<file path="config.mk">
export PLATFORM = sky130hd
export DESIGN_NAME = booth_mac
export DESIGN_NICKNAME = d
export VERILOG_FILES = /design/src/rtl/booth_mac.sv
export SDC_FILE = /design/constraint.sdc
export NUM_CORES = 2
export LEC_CHECK = 0
export BUFFER_PORTS_ARGS = -buffer_cell sky130_fd_sc_hd__buf_2
export CAP_MARGIN = 20
export CORE_UTILIZATION = 55
export CTS_CLUSTER_SIZE = 24
export DETAILED_ROUTE_END_ITERATION = 10
export PLACE_DENSITY = 0.76
export SETUP_SLACK_MARGIN = 0.5
export SYNTH_ARGS = -nofsm -noshare
export SYNTH_HDL_FRONTEND = slang
export SYNTH_SLANG_ARGS = --single-unit
</file>
<file path="constraint.sdc">
create_clock -name clk -period 17.6 [get_ports clk]
set_input_delay 1.76 -clock clk [delete_from_list [all_inputs] [get_ports clk]]
set_output_delay 1.76 -clock clk [all_outputs]
set_load 0.01 [all_outputs]
</file>
<file path="src/rtl/booth_mac.sv">
module booth_mac #(
  parameter int OPW  = 32,
  parameter int ACCW = 72
) (
  input  logic            clk,
  input  logic            rst_n,
  input  logic            in_valid,
  input  logic            clr_acc,
  input  logic [OPW-1:0]  op_a,
  input  logic [OPW-1:0]  op_b,
  output logic [ACCW-1:0] acc_out,
  output logic            out_valid
);
  localparam int NPP  = OPW / 2 + 1;
  localparam int NOPS = NPP + 1;

  logic [ACCW-1:0] a_ext, b_ext;
  logic [OPW+2:0]  b_grp;
  logic [ACCW-1:0] ops [NOPS];
  logic [ACCW-1:0] fix;
  logic [ACCW-1:0] t_sum, t_car;
  logic [ACCW-1:0] acc_in, s3, c3, acc_nxt;

  assign a_ext = {{(ACCW-OPW){op_a[OPW-1]}}, op_a};
  assign b_ext = {{(ACCW-OPW){op_b[OPW-1]}}, op_b};
  assign b_grp = {op_b[OPW-1], op_b[OPW-1], op_b, 1'b0};

  for (genvar i = 0; i < NPP; i++) begin : g_pp
    logic [2:0]      g;
    logic            one, two, neg;
    logic [ACCW-1:0] mag;
    assign g   = b_grp[2*i+2 -: 3];
    assign one = g[1] ^ g[0];
    assign two = (g == 3'b011) | (g == 3'b100);
    assign neg = g[2] & ~(g[1] & g[0]);
    assign mag = one ? a_ext : (two ? {a_ext[ACCW-2:0], 1'b0} : '0);
    assign ops[i] = (neg ? ~mag : mag) << (2*i);
    assign fix[2*i]   = neg;
    assign fix[2*i+1] = 1'b0;
  end
  assign fix[ACCW-1:2*NPP] = '0;
  assign ops[NPP] = fix;

  always_comb begin
    logic [ACCW-1:0] cur [NOPS];
    logic [ACCW-1:0] nxt [NOPS];
    int n, k, idx;
    cur = ops;
    n = NOPS;
    for (int l = 0; l < NOPS; l++) begin
      if (n > 2) begin
        k = 0;
        nxt = '{default: '0};
        for (int g = 0; g < NOPS / 3; g++) begin
          if (3*g + 2 < n) begin
            nxt[k]   = cur[3*g] ^ cur[3*g+1] ^ cur[3*g+2];
            nxt[k+1] = ((cur[3*g] & cur[3*g+1]) | (cur[3*g] & cur[3*g+2]) |
                        (cur[3*g+1] & cur[3*g+2])) << 1;
            k = k + 2;
          end
        end
        for (int r = 0; r < 2; r++) begin
          idx = 3 * (n / 3) + r;
          if (idx < n) begin
            nxt[k] = cur[idx];
            k = k + 1;
          end
        end
        cur = nxt;
        n = k;
      end
    end
    t_sum = cur[0];
    t_car = cur[1];
  end

  assign acc_in  = clr_acc ? '0 : acc_out;
  assign s3      = t_sum ^ t_car ^ acc_in;
  assign c3      = ((t_sum & t_car) | (t_sum & acc_in) | (t_car & acc_in)) << 1;
  assign acc_nxt = s3 + c3;

  always_ff @(posedge clk) begin
    if (!rst_n) begin
      acc_out   <= '0;
      out_valid <= 1'b0;
    end else begin
      out_valid <= in_valid;
      if (in_valid) acc_out <= acc_nxt;
    end
  end


  tree_pair_chk: assert property (@(posedge clk) disable iff (!rst_n)
    in_valid |-> (ACCW'(t_sum + t_car) == ACCW'(a_ext * b_ext)));

  acc_add_chk: assert property (@(posedge clk) disable iff (!rst_n)
    in_valid && !clr_acc |=> acc_out == ACCW'($past(acc_out) + $past(ACCW'(a_ext * b_ext))));

  acc_load_chk: assert property (@(posedge clk) disable iff (!rst_n)
    in_valid && clr_acc |=> acc_out == $past(ACCW'(a_ext * b_ext)));

  valid_lag_chk: assert property (@(posedge clk) disable iff (!rst_n)
    out_valid == $past(in_valid & rst_n));

  idle_hold_chk: assert property (@(posedge clk) disable iff (!rst_n)
    !in_valid |=> $stable(acc_out));
endmodule

</file>
==> results.json <==
{
  "endpoint_kind": "flip-flop",
  "syn-num-nets": 4631,
  "r2r-end": "acc_out[61]",
  "critPathMaxFanout": 36,
  "yosysTopAreaCell": "fa_1",
  "skew_ns": 0.0137,
  "finalSetupViolCount": 0,
  "numCtsBuffers": 9,
  "areaGrowthSynthToFinish_pct": 3.76,
  "dieArea_mm2": 0.0616,
  "cap_violations": 0,
  "grt_max_degree": 74,
  "min_from": "acc_out[64]",
  "period_needed_ns": 11.13,
  "synth_top_area_share": 0.357,
  "stdcell_count": 4414,
  "antenna_cells": 0,
  "grt_pass1_vias": 28500,
  "reg2reg_depth": 14,
  "cts_sinks": 73,
  "htreeDepth": 3,
  "wl_per_cell_um": 23.1,
  "min_to": "acc_out[64]",
  "drtIter0Drc": 2914,
  "final.setup.tns_ns": 0,
  "drt_wl_total_mm": 102,
  "hp-class": "reg2reg",
  "first_pass_iters": 6,
  "synth_edf_count": 0,
  "grt_pass1_wl_mm": 161,
  "max_slew_margin": 0.266,
  "crit_type": "in2reg",
  "worst_setup_path_start_kind": "primary input",
  "clkLatencyLatePin_ns": 0.37,
  "drc": 0,
  "period_share": 0.632,
  "dp_slack_ns": 6.23,
  "drtAntennaViolNets": 0,
  "use_met1": 0.440,
  "async_flop_share": 0,
  "layout-drive-gt1-share": 0.0670,
  "cts.clk_slew.worst_paths_ns": 0.06,
  "syn_inst": 3758,
  "antenna_found_initial": 1,
  "dp.cells": 4398,
  "grt_usage": 0.340,
  "io_pins": 141,
  "die_h_um": 248,
  "port_buffers": 140,
  "post_cts_buffers": 0,
  "vias": 27600,
  "regToRegStartpoint": "acc_out[16]",
  "hold_viol_final": 0,
  "cts_tree": "yes",
  "die_x_um": 248,
  "ys.warnings.count": 0,
  "arrival_ns": 11.38,
  "cts_resized": 0,
  "yosysSeqAreaShare": 0.0439,
  "ys_ff_latch": 73,
  "worst_slew_pin_slew_ns": 1.10,
  "gp_congestion": 0.952,
  "grt_most_used_layer": "met2",
  "core_mm2": 0.0595,
  "overflow": 0,
  "num_rows": 89,
  "nNetsFinal": 4509,
  "start_util": 0.560,
  "syn_avg_cell_area_um2": 8.86,
  "yosysUniqueCellTypes": 71,
  "cpPeakStageDelay_ns": 0.71,
  "grt_use_met3": 0.0711,
  "worst_ep_required_time_ns": 17.85,
  "finalWorstSetupSlack_ns": 6.47,
  "clockRootBuffer": "clkbuf_16",
  "gr-usage-met2": 0.537,
  "netlist_area_mm2": 0.0333,
  "ys_top_cells_by_area": "fa_1 36%, a22oi_1 11%, xor2_1 8.5%",
  "fmax_mhz": 89.9,
  "status": "finished clean",
  "min_path_cells": 2,
  "rsz0062_at_grt": "no",
  "clock_path_buffers": 2,
  "ctsHoldBuffers": 0,
  "avgViaCountPerCell": 6.25,
  "synth_flop_cell": "dfxtp_1",
  "crit_slowest_cell": "fa_1",
  "drv_slew": 0,
  "hpwl_mm": 76.0,
  "rrSetupSlack_ns": 13.15
}
-- area by class of cell --
class                   count  area [um^2]
clock buffers              11          243
clock inverters             5         78.8
fillers                  5324        24900
inverters                 633         2380
multi-input cells        2739        28400
flip-flops and latches     73         1460
well taps                 773          967
repair buffers            180         1000
-- worst max-delay path by stage --
stage / from / end / slack, ns / depth (start not counted)
3_3_place_gp: op_b[1] / acc_out[69] / 6.45 / 29
3_5_place_dp: op_b[1] / acc_out[69] / 6.23 / 29
6_report: op_b[1] / acc_out[69] / 6.47 / 29
4_1_cts: op_b[1] / acc_out[69] / 6.60 / 29
5_1_grt: op_b[1] / acc_out[70] / 5.98 / 28
2_1_floorplan: op_b[1] / acc_out[70] / 8.04 / 33
-- registers in the layout (all words and copies together) (netlist names) --
| name | count |
|---|---|
| acc_out | 72 |
| out_valid | 1 |
-- worst max-delay path, delay by kind of cell --
| family | cells | cell delay, ns |
|---|---|---|
| AO/OA/AOI/OAI | 7 | 1.74 |
| XOR/XNOR | 2 | 0.61 |
| adder cells (fa/ha/maj) | 8 | 4.67 |
| buffers and inverters | 9 | 1.94 |
| AND/OR/NAND/NOR | 3 | 0.58 |
-- metrics by stage --
step / util / area (um^2) / hold WS, ns
after global routing: 0.581 / 34600 / 0.511
after global placement: 0.576 / 34200 / 0.450
final: 0.581 / 34600 / 0.477
after CTS: 0.581 / 34600 / 0.477
after detailed placement: 0.576 / 34200 / 0.467
after floorplan: - / 33300 / 0.477
-- cells by family (layout without fill, tap and decap cells) --
logic type | Yosys count | after routing | synth area share
AOI/OAI and AO/OA | 865 | 865 | 0.178
xor gates and xnor gates | 582 | 582 | 0.153
adders and majority gates | 807 | 807 | 0.437
buffers and inverters | 946 | 829 | 0.107
DFF | 73 | 73 | 0.0439
muxes | 55 | 55 | 0.0165
and+or+nand+nor | 430 | 430 | 0.0641
-- cells in the mapped netlist (5+ instances only) --
library cell,n
a31oi_1,14
o21ai_0,108
o211ai_1,9
nor2_1,76
dfxtp_1,73
fa_1,594
xnor2_1,257
nand4_1,21
xor2_1,325
a211oi_1,12
a21oi_1,114
o31ai_1,17
and2_1,10
nand2b_1,70
nand2_1,138
ha_1,211
o21bai_1,17
mux2i_1,55
buf_2,5
a21o_1,34
inv_1,628
a21boi_0,8
o21ai_1,19
or3_1,5
and3_1,5
nor2b_1,61
buf_1,30
nand3_1,16
nor3_1,14
a22oi_1,469
clkbuf_1,272
-- layout by cell type, fill, tap and decap left out, drive strengths merged, types with 10 or more instances in the layout --
cell / count
mux2i: 55
nand4: 21
o31ai: 17
a211oi: 12
nor2: 76
and2: 10
a21boi: 12
nand3: 16
xor2: 325
nand2b: 70
buf: 180
nand2: 140
xnor2: 257
clkbuf: 11
o21ai: 129
a31oi: 14
nor3: 15
a22oi: 469
a21oi: 115
inv: 632
a21o: 34
nor2b: 61
ha: 211
fa: 594
o21bai: 17
dfxtp: 73
-- per-layer routing --
layer  vias to the layer above  routed length [um]
li1                      11900                   -
met1                     13700               38700
met2                      1640               46800
met3                       311               10500
met4                         2                5880
met5                         -                  12
Power is not shown: default switching activity piles up to over one toggle a cycle in this logic, so the estimate is an artifact.
